**src/rtl/pksat_pkg.sv**
```systemverilog
package pksat_pkg;
  localparam int DATA_W     = 64;
  localparam int SLICE_W    = 8;
  localparam int NUM_SLICES = DATA_W / SLICE_W;
  localparam int IDX_W      = $clog2(NUM_SLICES);

  typedef enum logic [1:0] {
    LANE_8  = 2'b00,
    LANE_16 = 2'b01,
    LANE_32 = 2'b10,
    LANE_64 = 2'b11
  } laneSize_e;

  // strobes sent from the decoder to the arithmetic slices
  typedef struct packed {
    logic                  doSub;
    logic                  doSat;
    logic                  isSigned;
    logic                  pairLanes;
    logic [NUM_SLICES-1:0] laneStart;
  } ctrlStrobes_t;
endpackage

```
**src/rtl/pksat_ctrl.sv**
```systemverilog
module pksat_ctrl
  import pksat_pkg::*;
(
  input  logic         clk,
  input  logic         rst,
  input  logic [1:0]   laneSel,
  input  logic [1:0]   opCode,
  input  logic         signedSat,
  output ctrlStrobes_t strobes
);
  logic [IDX_W-1:0] laneMask;

  always_comb begin
    laneMask          = IDX_W'((1 << laneSel) - 1);
    strobes.doSub     = opCode[1];
    strobes.doSat     = opCode[0] && (laneSel == LANE_8 || laneSel == LANE_16);
    strobes.isSigned  = signedSat;
    strobes.pairLanes = (laneSel == LANE_16);
    for (int i = 0; i < NUM_SLICES; i++) begin
      strobes.laneStart[i] = ((IDX_W'(i) & laneMask) == '0);
    end
  end

  AST_SAT_NARROW_ONLY: assert property (@(posedge clk) disable iff (rst)
    laneSel[1] |-> !strobes.doSat);

  AST_LANE_FIRST_SLICE: assert property (@(posedge clk) disable iff (rst)
    strobes.laneStart[0] && ($countones(strobes.laneStart) == (NUM_SLICES >> laneSel)));
endmodule

```
**src/rtl/pksat_dp.sv**
```systemverilog
module pksat_dp
  import pksat_pkg::*;
(
  input  logic              clk,
  input  logic              rst,
  input  logic              inValid,
  input  logic [DATA_W-1:0] opA,
  input  logic [DATA_W-1:0] opB,
  input  ctrlStrobes_t      strobes,
  output logic              outValid,
  output logic [DATA_W-1:0] result
);
  logic [SLICE_W-1:0]    bEff [NUM_SLICES];
  logic [SLICE_W-1:0]    sumS [NUM_SLICES];
  logic [NUM_SLICES-1:0] coutS;
  logic [NUM_SLICES-1:0] msbCin;
  logic [DATA_W-1:0]     satWord;

  // carry chain, cut wherever a lane begins
  for (genvar g = 0; g < NUM_SLICES; g++) begin : gSlice
    logic cinS;
    assign bEff[g] = strobes.doSub ? ~opB[g*SLICE_W +: SLICE_W] : opB[g*SLICE_W +: SLICE_W];
    if (g == 0) begin : gFirst
      assign cinS = strobes.laneStart[0] ? strobes.doSub : 1'b0;
    end else begin : gRest
      assign cinS = strobes.laneStart[g] ? strobes.doSub : coutS[g-1];
    end
    assign {coutS[g], sumS[g]} = {1'b0, opA[g*SLICE_W +: SLICE_W]} + {1'b0, bEff[g]}
                                 + {{SLICE_W{1'b0}}, cinS};
    assign msbCin[g] = opA[g*SLICE_W + SLICE_W - 1] ^ bEff[g][SLICE_W-1] ^ sumS[g][SLICE_W-1];
  end

  // per-slice clamp, using the flags of the slice that holds the lane's top
  for (genvar g = 0; g < NUM_SLICES; g++) begin : gSat
    localparam int  TOP_PAIR = g | 1;
    localparam bit  IS_ODD   = (g % 2) == 1;
    logic topCout, topMsbCin, topNeg, isTop, ovfU, ovfS;
    logic [SLICE_W-1:0] sliceOut;

    assign topCout   = strobes.pairLanes ? coutS[TOP_PAIR]  : coutS[g];
    assign topMsbCin = strobes.pairLanes ? msbCin[TOP_PAIR] : msbCin[g];
    assign topNeg    = strobes.pairLanes ? opA[TOP_PAIR*SLICE_W + SLICE_W - 1]
                                         : opA[g*SLICE_W + SLICE_W - 1];
    assign isTop     = !strobes.pairLanes || IS_ODD;
    assign ovfU      = topCout ^ strobes.doSub;
    assign ovfS      = topCout ^ topMsbCin;

    always_comb begin
      sliceOut = sumS[g];
      if (strobes.doSat) begin
        if (strobes.isSigned && ovfS) begin
          sliceOut = isTop ? {topNeg, {(SLICE_W-1){~topNeg}}} : {SLICE_W{~topNeg}};
        end else if (!strobes.isSigned && ovfU) begin
          sliceOut = {SLICE_W{~strobes.doSub}};
        end
      end
    end
    assign satWord[g*SLICE_W +: SLICE_W] = sliceOut;

    AST_USAT_ADD_CEIL: assert property (@(posedge clk) disable iff (rst)
      (inValid && strobes.doSat && !strobes.isSigned && !strobes.doSub && !strobes.pairLanes)
      |=> (result[g*SLICE_W +: SLICE_W] >= $past(opA[g*SLICE_W +: SLICE_W])));

    AST_USAT_SUB_FLOOR: assert property (@(posedge clk) disable iff (rst)
      (inValid && strobes.doSat && !strobes.isSigned && strobes.doSub && !strobes.pairLanes)
      |=> (result[g*SLICE_W +: SLICE_W] <= $past(opA[g*SLICE_W +: SLICE_W])));
  end

  always_ff @(posedge clk) begin
    if (rst) begin
      outValid <= 1'b0;
      result   <= '0;
    end else begin
      outValid <= inValid;
      if (inValid) result <= satWord;
    end
  end

  AST_VALID_FOLLOWS: assert property (@(posedge clk) disable iff (rst)
    inValid |=> outValid);

  AST_VALID_DROPS: assert property (@(posedge clk) disable iff (rst)
    !inValid |=> !outValid);

  AST_HOLD_RESULT: assert property (@(posedge clk) disable iff (rst)
    !inValid |=> $stable(result));
endmodule

```
**src/rtl/pack_sat_adder.sv**
```systemverilog
module pack_sat_adder
  import pksat_pkg::*;
(
  input  logic              clk,
  input  logic              rst,
  input  logic              inValid,
  input  logic [1:0]        laneSel,
  input  logic [1:0]        opCode,
  input  logic              signedSat,
  input  logic [DATA_W-1:0] opA,
  input  logic [DATA_W-1:0] opB,
  output logic              outValid,
  output logic [DATA_W-1:0] result
);
  ctrlStrobes_t strobes;

  pksat_ctrl uCtrl (
    .clk       (clk),
    .rst       (rst),
    .laneSel   (laneSel),
    .opCode    (opCode),
    .signedSat (signedSat),
    .strobes   (strobes)
  );

  pksat_dp uDp (
    .clk      (clk),
    .rst      (rst),
    .inValid  (inValid),
    .opA      (opA),
    .opB      (opB),
    .strobes  (strobes),
    .outValid (outValid),
    .result   (result)
  );
endmodule

```
**config.mk**
```make
export PLATFORM = sky130hd
export DESIGN_NAME = pack_sat_adder
export DESIGN_NICKNAME = d
export VERILOG_FILES = /design/src/rtl/pksat_pkg.sv /design/src/rtl/pksat_ctrl.sv /design/src/rtl/pksat_dp.sv /design/src/rtl/pack_sat_adder.sv
export SDC_FILE = /design/constraint.sdc
export NUM_CORES = 1
export LEC_CHECK = 0
export BUFFER_PORTS_ARGS = -buffer_cell sky130_fd_sc_hd__buf_2
export CORE_MARGIN = 10
export CORE_UTILIZATION = 42
export DETAILED_ROUTE_END_ITERATION = 16
export PLACE_DENSITY_LB_ADDON = 0.25
export REMOVE_ABC_BUFFERS = 1
export SLEW_MARGIN = 10
export SYNTH_ARGS = -nofsm -noshare
export SYNTH_HDL_FRONTEND = slang
export SYNTH_SLANG_ARGS = --single-unit
```
**constraint.sdc**
```tcl
create_clock -name clk -period 18.72 [get_ports clk]
set_input_delay 2.808 -clock clk [delete_from_list [all_inputs] [get_ports clk]]
set_output_delay 2.808 -clock clk [all_outputs]
set_load 0.01 [all_outputs]
```
# Yosys cells after proc, flatten, opt, wreduce, memory -nomap -nowiden
# Index checks and enable logic that the tools add are counted.
classes:
  addsub: 17
  eq_ne: 1
  shift: 1
  mux: 55
  n_bitwise: 49
  n_reduce_logical: 27
ops:
  columns: ["operator", "count"]
  rows:
  - ["$mux W8", 36]
  - ["$add A8 B8 Y9", 8]
  - ["$add A9 B1 Y9", 8]
  - ["$not A8 Y8", 8]
  - ["$xor A1 B1 Y1", 32]
  - ["$logic_not A3 Y1", 7]
  - ["$mux W1", 19]
  - ["$logic_and A1 B1 Y1", 17]
  - ["$not A1 Y1", 9]
  - ["$shl A1 B2 Y3 const A", 1]
  - ["$sub A3 B2 Y3 const B", 1]
  - ["$eq A2 B1 Y1 const B", 1]
  - ["$logic_not A2 Y1", 1]
  - ["$logic_not A1 Y1", 1]
  - ["$logic_or A1 B1 Y1", 1]
totals:
  ff_bits: 65
  inputBits: 136
  output_inout_bits: 65
  word_cells: 152

# Depth between registers and ports, before layout
logic_depth:
  word_depth: 24
  ltp_mapped: 62
  depth_no_buf: 59

# Modules after synthesis
# From an unflattened synthesis, not the netlist that was laid out.
hier_totals:
  hier_cells: 960
  area_unflattened_um2: 7384.6
modules_own_cells:
  columns: ["module", "instances", "cells_each", "area_per_inst_um2", "seq_area_each_um2"]
  rows:
  - ["pksat_dp", 1, 945, 7283.2, 1301.2]
  - ["pksat_ctrl", 1, 15, 101.3, 0.0]

# Worst setup path after synthesis
# OpenSTA, ideal clock, no wires.
synth_path:
  path_type: "input to register"
  start: "input port opCode[1]"
  end: "register uDp.result[48]"
  setup_ps: 134
  t_arrival_ps: 16218
  required_ps: 18586
  slack_ps: 2368
  stages: 62
  n_path_buf: 3
  cell_sequence: "clkbuf_1 clkbuf_1 buf_1 xor2_1 inv_1 fa_1 nand2b_1 a21oi_1 o21ai_1 nand2_1 nand2_1 fa_1 fa_1 nor2b_1 o31a_1 a31o_1 mux2i_1 fa_1 [... 26 more ...] o21ai_0 fa_1 fa_1 nand2b_1 a211oi_1 o31ai_1 nor2b_1 a21boi_0 fa_1 fa_1 a211oi_2 nor2_1 o41ai_4 xor2_2 nor3b_1 a211o_2 o211ai_1 o311ai_1"
synth_between:
  elab_chain_len: 23
  elab_cells_between_ends: 45
  cone_classes: "add/sub: 16; mux: 20; bitwise: 7; reduce/logical: 2"
synth_rtl:
  columns: ["item", "line_no", "text"]
  rows:
  - ["start: declaration", "pack_sat_adder.sv:8", "input logic [1:0] opCode,"]
  - ["$mux W8", "pksat_dp.sv:22", "assign bEff[g] = strobes.doSub ? ~opB[g*SLICE_W +: SLICE_W] : opB[g*SLICE_W +: SLICE_W];"]
  - ["$add A8 B8 Y9", "pksat_dp.sv:28", "assign {coutS[g], sumS[g]} = {1'b0, opA[g*SLICE_W +: SLICE_W]} + {1'b0, bEff[g]}"]
  - ["$add A9 B1 Y9", "pksat_dp.sv:29", "+ {{SLICE_W{1'b0}}, cinS};"]
  - ["$mux W1", "pksat_dp.sv:26", "assign cinS = strobes.laneStart[g] ? strobes.doSub : coutS[g-1];"]
  - ["$add A9 B1 Y9", "pksat_dp.sv:29", null]
  - ["$mux W1", "pksat_dp.sv:26", null]
  - ["$add A9 B1 Y9", "pksat_dp.sv:29", null]
  - ["$mux W1", "pksat_dp.sv:26", null]
  - ["[... 7 more ...]", null, null]
  - ["$mux W1", "pksat_dp.sv:26", null]
  - ["$add A9 B1 Y9", "pksat_dp.sv:29", null]
  - ["$mux W1 / $xor A1 B1 Y1 (equally long branches)", "pksat_dp.sv:40, pksat_dp.sv:30", null]
  - ["$xor A1 B1 Y1 / $mux W1 (equally long branches)", "pksat_dp.sv:45, pksat_dp.sv:41", null]
  - ["$logic_and A1 B1 Y1 / $xor A1 B1 Y1 (equally long branches)", "pksat_dp.sv:53, pksat_dp.sv:46", null]
  - ["$mux W8 / $logic_and A1 B1 Y1 (equally long branches)", "pksat_dp.sv:53, pksat_dp.sv:51", null]
  - ["$mux W8", "pksat_dp.sv:51", "if (strobes.isSigned && ovfS) begin"]
  - ["$mux W8 *", "pksat_dp.sv:50", "if (strobes.doSat) begin"]
  - ["end signal: assignment", "pksat_dp.sv:75", "if (inValid) result <= satWord;"]
  - ["end: declaration", "pksat_dp.sv:11", "output logic [DATA_W-1:0] result"]
# Mark *: on every way between the ends. The rest lies on a longest branch, timed or not.
# A chain may end at the register's enable or synchronous reset.

# Final worst setup path
layout_path:
  start: "input port opCode[1]"
  end: "register uDp.result[49]"
# Same word-level chain as after synthesis.

==> flow_summary.ini <==
[sta]
rsz0062_at_grt = no
setup_violations = 0
slew_headroom_pct = 35.1
skew_ns = 0
slew_viol_final = 0
max_freq_mhz = 58.0
min_period_ns = 17.25
worst_pin_slew_ns = 0.961
fin_crit_sh_pct = 92.2
hold_viol_final = 0
timing.setup.tns_ns = 0

[layout]
final_nets = 1325
most-common-layout-cells = buf_2, nor2_1, nand2_1, xor2_1, dfxtp_1
drive_gt1_share_pct = 22.0
mostFrequentLayoutCell = buf_2
area_growth_pct = 20.6

[routing]
wirelength_mm = 24.3
drt-initial-drc-count = 444
ant_nets = 0
post_drt_wl_per_cell_um = 18.1
vias = 7470
dr.pass1.iters = 7
drcViolationCount = 0
via_per_inst = 5.57

[grt]
grt_pass1_vias = 7451
grt_use_total_pct = 20.5
grt_overflow = 0
grt_pass1_wl_mm = 37.9
grt_max_degree = 54
antenna_found_initial = 2

[synthesis]
synthCells = 941
avgSynthCellArea_um2 = 7.65
syn-cell-area_mm2 = 0.00720
synth_warnings = 0
ys_seq_area_share_pct = 18.1
ys_ff_latch = 65
yosysUniqueCellTypes = 73
synth-edff-count = 0
async_reset_ff_share_pct = 0
synth_ff_type = dfxtp_1

[flow_run]
drv_cap = 0

[floorplanning]
chipWidth_um = 151
start_util_pct = 43.1
core_area_mm2 = 0.0167
ios = 201
row_count = 47
dieArea_mm2 = 0.0228
dieHeight_um = 151

[clock_network]
clock_sinks = 65
hold_buffers = 0
clk_pin_slew_ns = 0.06
htreeDepth = 3
clockBufferDepth = 2
cts_resized = 0
cts_setup_buffers = 0
cts_root_buffer = clkbuf_16
numCtsBuffers = 9
clkLatencyLatePin_ns = 0.35
cts_tree = built

[worst_hold_path]
hp-start = uDp.result[5]
min_path_type = reg -> reg
hold_path_depth = 2
holdPathEnd = uDp.result[5]

[setup_path]
endpoint_kind = flip-flop
rr_worst_depth = 3
critPathSlowestCell = a22oi_1
crit_top_cell = fa_1
critPathMaxStageDelay_ns = 0.54
cp_max_fo = 31
crit_family = adder cells
r2r_slack_ns = 17.79
cp-start-kind = input port
startpoint = opCode[1]
r2r-start = uDp.result[55]
worstSetupPathType = in -> reg
crit_arrival_ns = 17.50
worstReg2RegEnd = uDp.result[55]
crit_buf_inv = 2
cp_data_required_time_ns = 18.96

[placed_design]
dp_hpwl_mm = 18.8
io_buffers = 200
gp_congestion = 0.903

[power_and_ir_drop]
p_total_uw = 711
power.density_mw_per_mm2 = 81.8
p_leak_nw = 4.04
peakVddDrop_mv = 0.0458

[outcome]
status = completed
worst max-delay path by stage:
stage / end / slack [ns] / cells past startpoint
2_1_floorplan: uDp.result[48] / 3.52 / 59
4_1_cts: uDp.result[51] / 1.59 / 59
3_3_place_gp: uDp.result[51] / 1.62 / 58
5_1_grt: uDp.result[53] / 0.24 / 59
6_report: uDp.result[49] / 1.47 / 59
3_5_place_dp: uDp.result[51] / 1.22 / 58
cell usage after synthesis, types with 6 or more instances:
cell       n  area [µm²]
nand2b_1  30         188
xor2_1    74         648
nor3_1    14        70.1
o21ai_0   57         285
dfxtp_1   65        1300
ha_1      57         713
xnor2_1   32         280
a21oi_1   62         310
and2_1     6        37.5
a31oi_1   14        87.6
and3_1     6        37.5
a22o_1     9        78.8
or3_1      6        37.5
a21o_1    19         143
nand3_1   15        75.1
nor2_1    91         342
o21a_1    19         143
a211oi_1  24         180
inv_1     33         124
o211ai_1   8        60.1
o21ai_1   31         155
nor2b_1   18         113
o22ai_1    8        50.1
nand2_1   89         334
fa_1      15         300
clkbuf_1  37         139
mux2i_1    9        90.1
cell type report:
class / instances / area, µm²
fill: 1668 / 8010
multi-input combinational: 798 / 5600
sequential: 65 / 1300
timing repair buffer: 208 / 1060
tap: 220 / 275
clock buffer: 12 / 246
inverter: 35 / 131
clock inverter: 3 / 65.1
antenna: 1 / 2.50
sequential cells by signal (all words and copies together), names as in the netlist:
| signal | flops |
|---|---|
| uDp.outValid | 1 |
| uDp.result | 64 |
routing by layer:
| layer | wire, µm | track usage (%) | vias to the layer above |
|---|---|---|---|
| li1 | - | - | 3721 |
| met1 | 10600 | 25.8 | 3444 |
| met2 | 11100 | 33.8 | 268 |
| met3 | 1930 | 4.71 | 35 |
| met4 | 591 | 7.17 | 2 |
| met5 | 13 | 0 | - |
metrics by stage:
step                      util (%)  setup slack [ns]  cell area [µm²]  std cells  hold WS (ns)
after detailed placement      50.1              1.22             8370       1326         0.436
after floorplan                  -              3.52             7030        898         0.470
final                         52.0              1.47             8690       1342         0.440
after global routing          52.0             0.238             8690       1341         0.456
after CTS                     52.0              1.59             8690       1341         0.444
after global placement        50.1              1.62             8370       1326         0.435
worst register-to-register path, cell delays in order, from the launching register on:
cell,delay [ns]
dfxtp_1,0.33
nor2_1,0.04
a211o_1,0.29
a211oi_1,0.18
where the power goes:
part	internal, mW	total, mW	switching, mW
Clock	0.119	0.186	0.0662
Combinational	0.147	0.354	0.207
Sequential	0.159	0.171	0.0123
cells by family (layout without fill, tap and decap cells):
group | Yosys count | after routing | share of synthesized area, %
AOI/OAI and AO/OA | 323 | 323 | 30.7
adders and majority gates | 72 | 72 | 14.1
muxes | 10 | 10 | 1.41
and+or+nand+nor | 285 | 285 | 18.2
DFF | 65 | 65 | 18.1
other | 0 | 1 | 0
buffers and inverters | 78 | 258 | 4.19
xor gates and xnor gates | 108 | 108 | 13.3
Note: power is estimated with default switching activity, not from simulation.
